## src/rtl/ta_pkg.sv

```systemverilog
package ta_pkg;
    typedef enum logic [1:0] {
        TA_IDLE  = 2'd0,
        TA_ARMED = 2'd1,
        TA_OPEN  = 2'd2
    } ta_state_e;
endpackage

```

## src/rtl/ta_seq.sv

```systemverilog
module ta_seq
    import ta_pkg::*;
#(
    parameter int              DATA_W    = 8,
    parameter logic [DATA_W-1:0] KEY1    = 8'hAA,
    parameter logic [DATA_W-1:0] KEY2    = 8'h55,
    parameter int              GAP_LIMIT = 4,
    parameter int              WIN_CYC   = 3
) (
    input  logic              clk,
    input  logic              rst_n,
    input  logic              tick,
    input  logic              key_wr,
    input  logic [DATA_W-1:0] key_data,
    input  logic              prot_wr,
    output logic              open_o
);
    localparam int CNT_MAX = (GAP_LIMIT > WIN_CYC) ? GAP_LIMIT : WIN_CYC;
    localparam int CNT_W   = $clog2(CNT_MAX + 1);
    localparam logic [CNT_W-1:0] GAP_END = CNT_W'(GAP_LIMIT - 1);
    localparam logic [CNT_W-1:0] WIN_END = CNT_W'(WIN_CYC - 1);

    ta_state_e        state, state_nxt;
    logic [CNT_W-1:0] cnt, cnt_nxt;

    // State register
    always_ff @(posedge clk or negedge rst_n) begin
        if (!rst_n) begin
            state <= TA_IDLE;
            cnt   <= '0;
        end else begin
            state <= state_nxt;
            cnt   <= cnt_nxt;
        end
    end

    // Transitions: a bus write takes priority over a tick in the same cycle
    always_comb begin
        state_nxt = state;
        cnt_nxt   = cnt;
        unique case (state)
            TA_IDLE: begin
                cnt_nxt = '0;
                if (key_wr && key_data == KEY1) state_nxt = TA_ARMED;
            end
            TA_ARMED: begin
                if (key_wr) begin
                    cnt_nxt   = '0;
                    state_nxt = (key_data == KEY2) ? TA_OPEN : TA_IDLE;
                end else if (tick) begin
                    if (cnt == GAP_END) begin
                        state_nxt = TA_IDLE;
                        cnt_nxt   = '0;
                    end else begin
                        cnt_nxt = cnt + 1'b1;
                    end
                end
            end
            TA_OPEN: begin
                if (key_wr) begin
                    cnt_nxt   = '0;
                    state_nxt = (key_data == KEY1) ? TA_ARMED : TA_IDLE;
                end else if (prot_wr) begin
                    cnt_nxt   = '0;
                    state_nxt = TA_IDLE;
                end else if (tick) begin
                    if (cnt == WIN_END) begin
                        state_nxt = TA_IDLE;
                        cnt_nxt   = '0;
                    end else begin
                        cnt_nxt = cnt + 1'b1;
                    end
                end
            end
            default: begin
                state_nxt = TA_IDLE;
                cnt_nxt   = '0;
            end
        endcase
    end

    // Outputs
    always_comb begin
        open_o = (state == TA_OPEN);
    end
endmodule

```

## src/rtl/ta_demo_reg.sv

```systemverilog
module ta_demo_reg #(
    parameter int                DATA_W    = 8,
    parameter logic [DATA_W-1:0] PROT_MASK = 8'hF0,
    parameter logic [DATA_W-1:0] RESET_VAL = '0
) (
    input  logic              clk,
    input  logic              rst_n,
    input  logic              wr,
    input  logic [DATA_W-1:0] wdata,
    input  logic              prot_ok,
    output logic [DATA_W-1:0] q
);
    for (genvar b = 0; b < DATA_W; b++) begin : g_bit
        logic bit_we;
        if (PROT_MASK[b]) begin : g_prot
            assign bit_we = wr & prot_ok;
        end else begin : g_free
            assign bit_we = wr;
        end
        always_ff @(posedge clk or negedge rst_n) begin
            if (!rst_n)      q[b] <= RESET_VAL[b];
            else if (bit_we) q[b] <= wdata[b];
        end
    end
endmodule

```

## src/rtl/ta_guard.sv

```systemverilog
module ta_guard #(
    parameter int                ADDR_W      = 8,
    parameter int                DATA_W      = 8,
    parameter logic [ADDR_W-1:0] GUARD_ADDR  = 8'h3C,
    parameter logic [ADDR_W-1:0] DEMO_ADDR   = 8'h3D,
    parameter logic [DATA_W-1:0] KEY1        = 8'hAA,
    parameter logic [DATA_W-1:0] KEY2        = 8'h55,
    parameter int                GAP_LIMIT   = 4,
    parameter int                WIN_CYC     = 3,
    parameter logic [DATA_W-1:0] PROT_MASK   = 8'hF0,
    parameter logic [DATA_W-1:0] GUARD_RDVAL = 8'hFF
) (
    input  logic              clk,
    input  logic              rst_n,
    input  logic              mc_tick,
    input  logic              wr_en,
    input  logic [ADDR_W-1:0] wr_addr,
    input  logic [DATA_W-1:0] wr_data,
    input  logic              rd_en,
    input  logic [ADDR_W-1:0] rd_addr,
    output logic [DATA_W-1:0] rd_data,
    output logic              prot_we,
    output logic [DATA_W-1:0] ctl_q
);
    logic key_wr;
    logic demo_wr;

    assign key_wr  = wr_en && (wr_addr == GUARD_ADDR);
    assign demo_wr = wr_en && (wr_addr == DEMO_ADDR);

    ta_seq #(
        .DATA_W   (DATA_W),
        .KEY1     (KEY1),
        .KEY2     (KEY2),
        .GAP_LIMIT(GAP_LIMIT),
        .WIN_CYC  (WIN_CYC)
    ) u_seq (
        .clk     (clk),
        .rst_n   (rst_n),
        .tick    (mc_tick),
        .key_wr  (key_wr),
        .key_data(wr_data),
        .prot_wr (demo_wr),
        .open_o  (prot_we)
    );

    ta_demo_reg #(
        .DATA_W   (DATA_W),
        .PROT_MASK(PROT_MASK),
        .RESET_VAL('0)
    ) u_demo (
        .clk    (clk),
        .rst_n  (rst_n),
        .wr     (demo_wr),
        .wdata  (wr_data),
        .prot_ok(prot_we),
        .q      (ctl_q)
    );

    always_comb begin
        rd_data = '0;
        if (rd_en) begin
            if (rd_addr == GUARD_ADDR)     rd_data = GUARD_RDVAL;
            else if (rd_addr == DEMO_ADDR) rd_data = ctl_q;
        end
    end
endmodule

```

## config.mk

```make
export PLATFORM = sky130hd
export DESIGN_NAME = ta_guard
export DESIGN_NICKNAME = d
export VERILOG_FILES = /design/src/rtl/ta_pkg.sv /design/src/rtl/ta_seq.sv /design/src/rtl/ta_demo_reg.sv /design/src/rtl/ta_guard.sv
export SDC_FILE = /design/constraint.sdc
export NUM_CORES = 1
export LEC_CHECK = 0
export ABC_CLOCK_PERIOD_IN_PS = 2420
export BUFFER_PORTS_ARGS = -buffer_cell sky130_fd_sc_hd__buf_4
export CORE_ASPECT_RATIO = 1.2
export CORE_MARGIN = 2
export CORE_UTILIZATION = 44
export DETAILED_ROUTE_END_ITERATION = 8
export PLACE_DENSITY = 0.85
export SLEW_MARGIN = 20
export SYNTH_ARGS = -nofsm -noshare
export SYNTH_HDL_FRONTEND = slang
export SYNTH_SLANG_ARGS = --single-unit
```

## constraint.sdc

```tcl
create_clock -name clk -period 2.42 [get_ports clk]
set_input_delay 0.726 -clock clk [delete_from_list [all_inputs] [get_ports clk]]
set_output_delay 0.726 -clock clk [all_outputs]
set_load 0.02 [all_outputs]
```

==> flow_summary_export.csv, run 1 <==
group,metric,value,unit
timing,drv_slew,0,
cts,htree_levels,1,
synthesis,synth_top_area_share,35.9,%
drt,vias,862,
drt,wl_per_cell,14.6,µm
floorplanning,core_area,0.00200,mm²
timing,fmax,383,MHz
timing,clock_skew,3.39,ps
timing,hold_viol,0,
run_status,outcome,"finished, violations left",
power_and_ir_drop,leakagePower,0.000654,µW
synthesis,ys_seq_area_share,35.9,%
hold_path,min_path_type,"in -> async",
drt,drtPass1Iterations,4,
placed_design,hpwlAfterDp,1.96,mm
drt,drcViolationCount,0,
synthesis,netlist.top_cell.by_area,"dfrtp_1",
timing,setup_viol,8,
final_layout,drive_above_1_share,54.7,%
placed_design,pre_cts_slack,-251,ps
cts,clk_latency,270,ps
placed_design,port_buffers,45,
timing,setup_ws,-190,ps
synthesis,synth_edf_count,0,
synthesis,syn-cell-area,906,µm²
drt,viasPerCell,5.49,
final_layout,num_antenna_cells,0,
drt,routed_wirelength,2.30,mm
drt,antenna_left,0,
cts,cts.sinks,13,
setup_path,worstSetupPathType,"in -> out",
cts,cts_tree,"done",
synthesis,ys_async_sr_fraction,100,%
floorplanning,die_w,45.4,µm
setup_path,cp.arrival,1880,ps
timing,relSlewSlack,81.2,%
setup_path,end_kind,"output pin",
synthesis,synth_ff_type,"dfrtp_1",
timing,finalCritPeriodShare,108,%
timing,grt_setup_unrepaired,"true",
final_layout,area_growth,58.4,%
cts,cts_buffers,3,
synthesis,yosys-top-cells-area,"dfrtp_1 (36%), ha_1 (11%), mux2_2 (9.9%)",
timing,whs,278,ps
cts,ctsRootBufferMaster,"clkbuf_4",
synthesis,ys_types,29,
run_status,violations,"negative setup slack",
power_and_ir_drop,power,633,µW
floorplanning,rows,18,
global_routing,grt_use_total,21.0,%
floorplanning,start_util,45.2,%
power_and_ir_drop,max-vdd-ir-drop,0.483,mV
global_routing,grt_max_degree,14,
setup_path,startpoint_type,"primary input",
cts,clockBufferDepth,2,
setup_path,critPathMaxFanout,8,
placed_design,gp_congestion,0.745,
synthesis,yosys_warnings,0,
global_routing,grt_pass1_wl,3.72,mm
timing,tightestPinTransition,279,ps
global_routing,gr-total-overflow,0,
synthesis,synth.avg_cell_area,10.2,µm²
cts,holdBufCountCts,0,
global_routing,antenna_found_initial,0,
run,maxCapViolations,0,
setup_path,worst_ep_required_time,1690,ps
global_routing,grt_pass1_vias,875,
floorplanning,io_pins,46,
synthesis,synth-seq-cells,13,
final_layout,nNetsFinal,175,
synthesis,postSynthNetCount,126,
synthesis,synthCells,89,
floorplanning,fp.dieH,53.7,µm
floorplanning,dieArea,0.00244,mm²
timing,fin_crit,2610,ps
drt,drt_iter0_drc,13,
timing,fin_setup_tns,-1480,ps
cts,clk_pin_slew,80,ps
power_and_ir_drop,p_per_area,441,mW/mm²
Yosys cell counts, types with 2 or more instances:
library cell,count
nand3_1,3
nand4b_1,2
and4bb_2,2
nor2_1,2
ha_1,8
dfrtp_1,13
o21ai_0,4
a21oi_1,8
mux2_2,8
nand2_1,6
inv_1,15
power by group:
group / internal [µW] / switching [µW]
clock network: 63.9 / 68.9
registers: 240 / 23.0
logic: 121 / 116
final cells by class:
| class | count | area, µm² |
|---|---|---|
| multi-input cells | 59 | 611 |
| inverters | 15 | 56.3 |
| well taps | 20 | 25.0 |
| clock buffers | 4 | 26.3 |
| flip-flops and latches | 13 | 325 |
| repair buffers | 46 | 392 |
| fillers | 136 | 569 |
metrics by stage:
| stage | utilization, % | instances | instance area [µm²] |
|---|---|---|---|
| 6_report | 71.6 | 157 | 1440 |
| 5_1_grt | 71.6 | 157 | 1440 |
| 4_1_cts | 71.6 | 157 | 1440 |
| 3_5_place_dp | 67.8 | 153 | 1360 |
| 3_3_place_gp | 67.8 | 153 | 1360 |
| 2_1_floorplan | - | 89 | 1010 |
worst max-delay path, stage by stage:
cell,delay [ps]
buf_6,80
nand4b_1,160
or4_4,500
buf_12,170
a21oi_4,110
buf_6,130
registers in the layout (all words and copies together) (netlist names):
name,flops
u_demo.q,8
u_seq.cnt,3
u_seq.state,2
layer usage:
metal | vias up | track usage [%] | share of wire, %
li1 | 412 | - | -
met3 | 6 | 4.03 | 7.2
met1 | 404 | 22.2 | 36
met5 | - | 0 | 0
met2 | 40 | 39.7 | 55
met4 | 0 | 7.84 | 1.3
final timing paths:
kind	start	end	slack, ps	depth (start not counted)
worst min register to register	u_seq.cnt[0]	u_seq.cnt[0]	540	1
max in group asynchronous	rst_n	u_demo.q[7]	1980	1
worst max-delay path	rd_addr[1]	rd_data[7]	-190	6
worst min-delay path	rst_n	u_seq.cnt[2]	280	1
worst max register to register	u_seq.state[0]	u_seq.state[0]	610	6
min in group clk	u_seq.cnt[0]	u_seq.cnt[0]	540	1
cell families after synthesis:
logic type	share of synthesized area [%]
simple gates	18.8
compound gates	14.5
buf+inv	7.04
flops	35.9
mux	12.7
fa+ha+maj	11.1
cells in the final DEF (no fill, tap or decap):
master / count
ha_1: 8
buf_4: 36
o21ai_0: 4
clkbuf_4: 3
nor3_2: 1
nand3_1: 3
a21oi_4: 8
a41oi_1: 1
inv_1: 15
buf_6: 9
o31ai_4: 1
clkbuf_1: 1
mux2i_1: 1
o22ai_1: 1
nor2_1: 2
and4bb_2: 2
o221ai_1: 1
nor4bb_1: 1
mux2_2: 8
nand4bb_4: 1
o21ai_2: 1
nand4b_2: 1
nand2_1: 6
nand4b_1: 2
mux2_4: 1
a211o_1: 1
buf_12: 1
dfrtp_1: 13
a21oi_2: 1
nor3_1: 1
nand3b_1: 1
or4_4: 1
what timing repair did:
| item | CTS | global route |
|---|---|---|
| resized for setup | 13 | 0 |
| pin swaps | 0 | 0 |
| setup endpoints to repair | 8 | 8 |
| setup buffers | 0 | 0 |
No activity file was read; power rests on OpenSTA's default activity.
==> run 2: changes to the inputs <==
--- a/config.mk
+++ b/config.mk
@@ -7,7 +7,7 @@
 export LEC_CHECK = 0
 export ABC_CLOCK_PERIOD_IN_PS = 2420
 export BUFFER_PORTS_ARGS = -buffer_cell sky130_fd_sc_hd__buf_4
-export CORE_ASPECT_RATIO = 1.2
+export CORE_ASPECT_RATIO = 1.1
 export CORE_MARGIN = 2
 export CORE_UTILIZATION = 44
 export DETAILED_ROUTE_END_ITERATION = 8
==> run 2 against run 1 <==
Effect of this change:
- the run still ends with negative setup slack left
- count of clock-buffer cells in the layout is the same
- first-iteration DRC count decreased by 54%
- global-route usage rose by 0.30 points
- die area hardly changed
- critical path type unchanged
- highest routed layer unchanged
==> flow_summary_export.csv, run 2 (synthesized netlist as in run 1, its figures left out) <==
group,metric,value,unit
power_and_ir_drop,leakagePower,0.000654,µW
setup_path,cp_num_buf_inv,3,
run_status,violations,"negative setup slack",
setup_path,worst_ep_required_time,1690,ps
setup_path,cp_slowest_cell,"or4_4",
cts,clk_latency,270,ps
global_routing,grt_pass1_vias,839,
global_routing,antenna_found_initial,0,
setup_path,cp.arrival,1930,ps
global_routing,grt_use_total,21.3,%
placed_design,hpwlAfterDp,1.95,mm
timing,finalCritPeriodShare,110,%
power_and_ir_drop,max-vdd-ir-drop,0.333,mV
cts,postCtsSetupBuffers,0,
cts,ctsRootBufferMaster,"clkbuf_4",
floorplanning,dieArea,0.00244,mm²
cts,holdBufCountCts,0,
drt,vias,849,
cts,clk_pin_slew,80,ps
final_layout,drive_above_1_share,54.7,%
timing,fin_setup_tns,-1800,ps
setup_path,cpMostUsedCell,"buf_6",
cts,htree_levels,1,
timing,fin_crit,2660,ps
placed_design,gp_congestion,0.807,
final_layout,largest_register,"u_demo.q",
drt,drt_iter0_drc,6,
timing,setup_viol,8,
floorplanning,fp.dieH,51.6,µm
cts,clockBufferDepth,2,
drt,wl_per_cell,14.1,µm
timing,relSlewSlack,82.3,%
timing,whs,277,ps
setup_path,critPathMaxFanout,8,
global_routing,gr-total-overflow,0,
floorplanning,rows,17,
floorplanning,die_w,47.3,µm
final_layout,num_antenna_cells,0,
timing,tightestPinTransition,266,ps
final_layout,largest_register_ff_count,8,
setup_path,startpoint_type,"primary input",
final_layout,fill_cells,143,
hold_path,min_path_type,"in -> async",
timing,setup_ws,-238,ps
drt,antenna_left,0,
run_status,outcome,"finished, violations left",
timing,drv_slew,0,
drt,drcViolationCount,0,
final_layout,final_common_cell,"buf_4",
setup_path,worstSetupPathType,"in -> out",
global_routing,grt_pass1_wl,3.69,mm
cts,cts_buffers,3,
global_routing,grt_max_degree,14,
power_and_ir_drop,p_per_area,436,mW/mm²
timing,grt_setup_unrepaired,"true",
timing,hold_viol,0,
final_layout,final_cell_mix,"buf_4 (36), inv_1 (15), dfrtp_1 (13)",
timing,clock_skew,3.92,ps
placed_design,placed_area,0.00137,mm²
floorplanning,start_util,45.8,%
setup_path,cpPeakStageDelay,520,ps
drt,drtPass1Iterations,4,
final_layout,nNetsFinal,175,
floorplanning,core_area,0.00198,mm²
setup_path,end_kind,"output pin",
cts,cts.sinks,13,
final_layout,final_area,0.00145,mm²
floorplanning,io_pins,46,
run,maxCapViolations,0,
setup_path,cp_top_family,"simple AND/OR/NAND/NOR gates",
setup_path,worstPathCellList,"buf_6 > nand4b_1 > or4_4 > buf_12 > a21oi_4 > buf_6",
cts,cts_tree,"done",
final_layout,reg.largest.list,"u_demo.q x8, u_seq.cnt x3, u_seq.state x2",
final_layout,area_growth,59.5,%
timing,fmax,376,MHz
drt,viasPerCell,5.15,
placed_design,port_buffers,45,
drt,routed_wirelength,2.33,mm
[run 2: cell counts in the layout (fill, tap and decap cells not counted)]
Identical to the previous run, type by type.
[run 2: path summary, 6_finish.rpt]
kind,depth (start not counted),start,endpoint,slack (ps)
min in group clk,1,u_seq.cnt[0],u_seq.cnt[0],530
setup / recovery,6,rd_addr[1],rd_data[0],-240
hold reg to reg,1,u_seq.cnt[0],u_seq.cnt[0],530
max in group asynchronous,1,rst_n,u_seq.state[0],1980
setup reg to reg,6,u_seq.state[0],u_seq.state[0],630
hold / removal,1,rst_n,u_demo.q[7],280
[run 2: repair_timing]
action	in CTS	in global routing
setup endpoints to repair	8	8
gates resized for setup	13	0
pin swaps	0	0
[run 2: area by class of cell]
cell class / instances / area, µm² / area share (%)
inverter: 15 / 56.3 / 3.90
sequential: 13 / 325 / 22.5
timing repair buffer: 46 / 392 / 27.1
multi-input combinational: 59 / 611 / 42.3
clock buffer: 4 / 26.3 / 1.82
tap: 28 / 35.0 / 2.42
[run 2: power breakdown]
| group | internal (µW) | switching [µW] | leakage, µW | total (µW) |
|---|---|---|---|---|
| combinational | 121 | 116 | 0.000461 | 236 |
| clock | 63.9 | 68.5 | 0.0000150 | 132 |
| sequential | 240 | 21.1 | 0.000178 | 261 |
| total | 424 | 205 | 0.000654 | 630 |
[run 2: through the flow]
stage	utilization, %	instances	worst slack [ps]	total power, µW
after floorplan	-	89	-29.8	416
after global placement	69.2	161	-212	491
after detailed placement	69.2	161	-246	500
after CTS	73.1	165	-198	637
after global routing	73.1	165	-284	680
final	73.1	165	-238	630
[run 2: per-layer routing]
metal / GRT usage (%) / vias to the layer above / wire length (µm)
li1: - / 413 / -
met1: 22.1 / 417 / 788
met2: 41.4 / 17 / 1460
met3: 6.25 / 2 / 76
met4: 1.39 / 0 / 4
met5: 0 / - / 0
==> run 3: changes to the inputs <==
--- a/config.mk
+++ b/config.mk
@@ -11,7 +11,7 @@
 export CORE_MARGIN = 2
 export CORE_UTILIZATION = 44
 export DETAILED_ROUTE_END_ITERATION = 8
-export PLACE_DENSITY = 0.85
+export PLACE_DENSITY = 0.78
 export SLEW_MARGIN = 20
 export SYNTH_ARGS = -nofsm -noshare
 export SYNTH_HDL_FRONTEND = slang
==> run 3 against run 2 <==
Effect of this change:
- highest routed layer unchanged
- non-clock buffer count unchanged
- first-iteration DRC count decreased by 33%
- die area unchanged
- sequential cell count unchanged
- via count increased by 0.12%
- count of clock-buffer cells in the layout unchanged
- sequential share of layout area unchanged
- cell count unchanged
- wire length decreased by 7.1%
- clock power about the same
- the run still ends with negative setup slack left
==> flow_summary_export.csv, run 3 (synthesized netlist as in run 1, its figures left out) <==
group,metric,value,unit
run_status,outcome,"finished, violations left",
run_status,violations,"negative setup slack",
cts,clk_pin_slew,70,ps
final_layout,final_common_cell,"buf_4",
drt,drt_iter0_drc,4,
timing,clock_skew,1.66,ps
cts,cts.sinks,13,
global_routing,grt_pass1_wl,3.64,mm
drt,drcViolationCount,0,
floorplanning,core_area,0.00198,mm²
setup_path,startpoint_type,"primary input",
drt,wl_per_cell,13.1,µm
hold_path,min_path_type,"in -> async",
drt,viasPerCell,5.15,
setup_path,critPathMaxFanout,8,
timing,relSlewSlack,78.1,%
timing,fin_crit,2630,ps
floorplanning,start_util,45.8,%
timing,grt_setup_unrepaired,"true",
placed_design,hpwlAfterDp,1.78,mm
cts,clk_latency,270,ps
setup_path,r2r.worst_path.cells,6,
timing,hold_viol,0,
power_and_ir_drop,leakagePower,0.000654,µW
global_routing,grt_use_total,20.5,%
global_routing,antenna_found_initial,0,
setup_path,end_kind,"output pin",
floorplanning,dieArea,0.00244,mm²
timing,setup_ws,-211,ps
drt,drtPass1Iterations,4,
placed_design,placed_area,0.00137,mm²
setup_path,worstSetupPathType,"in -> out",
cts,cts_tree,"done",
final_layout,reg.largest.list,"u_demo.q x8, u_seq.cnt x3, u_seq.state x2",
timing,finalCritPeriodShare,109,%
power_and_ir_drop,p_per_area,429,mW/mm²
timing,fin_setup_tns,-1630,ps
cts,clockBufferDepth,2,
cts,htree_levels,1,
final_layout,largest_register_ff_count,8,
cts,ctsRootBufferMaster,"clkbuf_4",
cts,postCtsSetupBuffers,0,
final_layout,final_area,0.00145,mm²
floorplanning,fp.dieH,51.6,µm
placed_design,gp_congestion,0.747,
timing,setup_viol,8,
setup_path,cp.arrival,1900,ps
final_layout,final_cell_mix,"buf_4 (36), inv_1 (15), dfrtp_1 (13)",
cts,cts_buffers,3,
run,maxCapViolations,0,
global_routing,grt_max_degree,14,
placed_design,port_buffers,45,
drt,routed_wirelength,2.16,mm
final_layout,largest_register,"u_demo.q",
global_routing,gr-total-overflow,0,
floorplanning,io_pins,46,
timing,tightestPinTransition,328,ps
timing,drv_slew,0,
setup_path,worst_ep_required_time,1690,ps
power_and_ir_drop,power,621,µW
timing,fmax,380,MHz
power_and_ir_drop,max-vdd-ir-drop,0.430,mV
drt,vias,850,
global_routing,grt_pass1_vias,889,
final_layout,num_antenna_cells,0,
floorplanning,rows,17,
floorplanning,die_w,47.3,µm
drt,antenna_left,0,
final_layout,area_growth,59.5,%
final_layout,drive_above_1_share,54.7,%
final_layout,nNetsFinal,175,
## run 3: final cells by class
class	instances	area, µm²
clock buffer	4	26.3
inverter	15	56.3
tap	28	35.0
sequential	13	325
timing repair buffer	46	392
fill	152	533
multi-input combinational	59	611
## run 3: where the power goes
group          internal, µW  total (µW)  switching [µW]  leakage, µW
clock                  63.9         130            65.7    0.0000150
combinational           120         230             110     0.000461
sequential              240         261            21.3     0.000178
total                   423         621             197     0.000654
## run 3: what timing repair did
action / 4_1_cts / 5_1_grt
hold buffers: 0 / 0
endpoints found under the setup margin: 8 / 8
hold endpoints to repair: 0 / 0
gates resized for setup: 13 / 0
## run 3: through the flow
| step | hold slack [ps] | setup slack, ps | utilization, % | instances |
|---|---|---|---|---|
| 3_3_place_gp | 499 | -214 | 69.2 | 161 |
| 5_1_grt | 275 | -253 | 73.1 | 165 |
| 3_5_place_dp | 532 | -262 | 69.2 | 161 |
| 6_report | 283 | -211 | 73.1 | 165 |
| 4_1_cts | 280 | -198 | 73.1 | 165 |
| 2_1_floorplan | 430 | -29.8 | - | 89 |
## run 3: path summary, 6_finish.rpt
| kind | from | to | slack, ps |
|---|---|---|---|
| worst max-delay path | rd_addr[1] | rd_data[1] | -210 |
| worst min register to register | u_seq.cnt[0] | u_seq.cnt[0] | 530 |
| max in group asynchronous | rst_n | u_seq.state[0] | 1980 |
| worst max register to register | u_seq.state[0] | u_seq.state[0] | 580 |
| min in group clk | u_seq.cnt[0] | u_seq.cnt[0] | 530 |
| worst min-delay path | rst_n | u_demo.q[3] | 280 |
## run 3: worst max-delay path, stage by stage
cell and delay (ps):
buf_6 90, nand4b_1 170, or4_4 510, buf_12 170, a21oi_4 120, buf_6 130
## run 3: layer usage
metal / up-vias / GRT usage [%] / wire [µm]
li1: 410 / - / -
met1: 403 / 21.6 / 814
met2: 31 / 37.2 / 1180
met3: 6 / 5.90 / 124
met4: 0 / 6.94 / 40
met5: - / 0 / 0
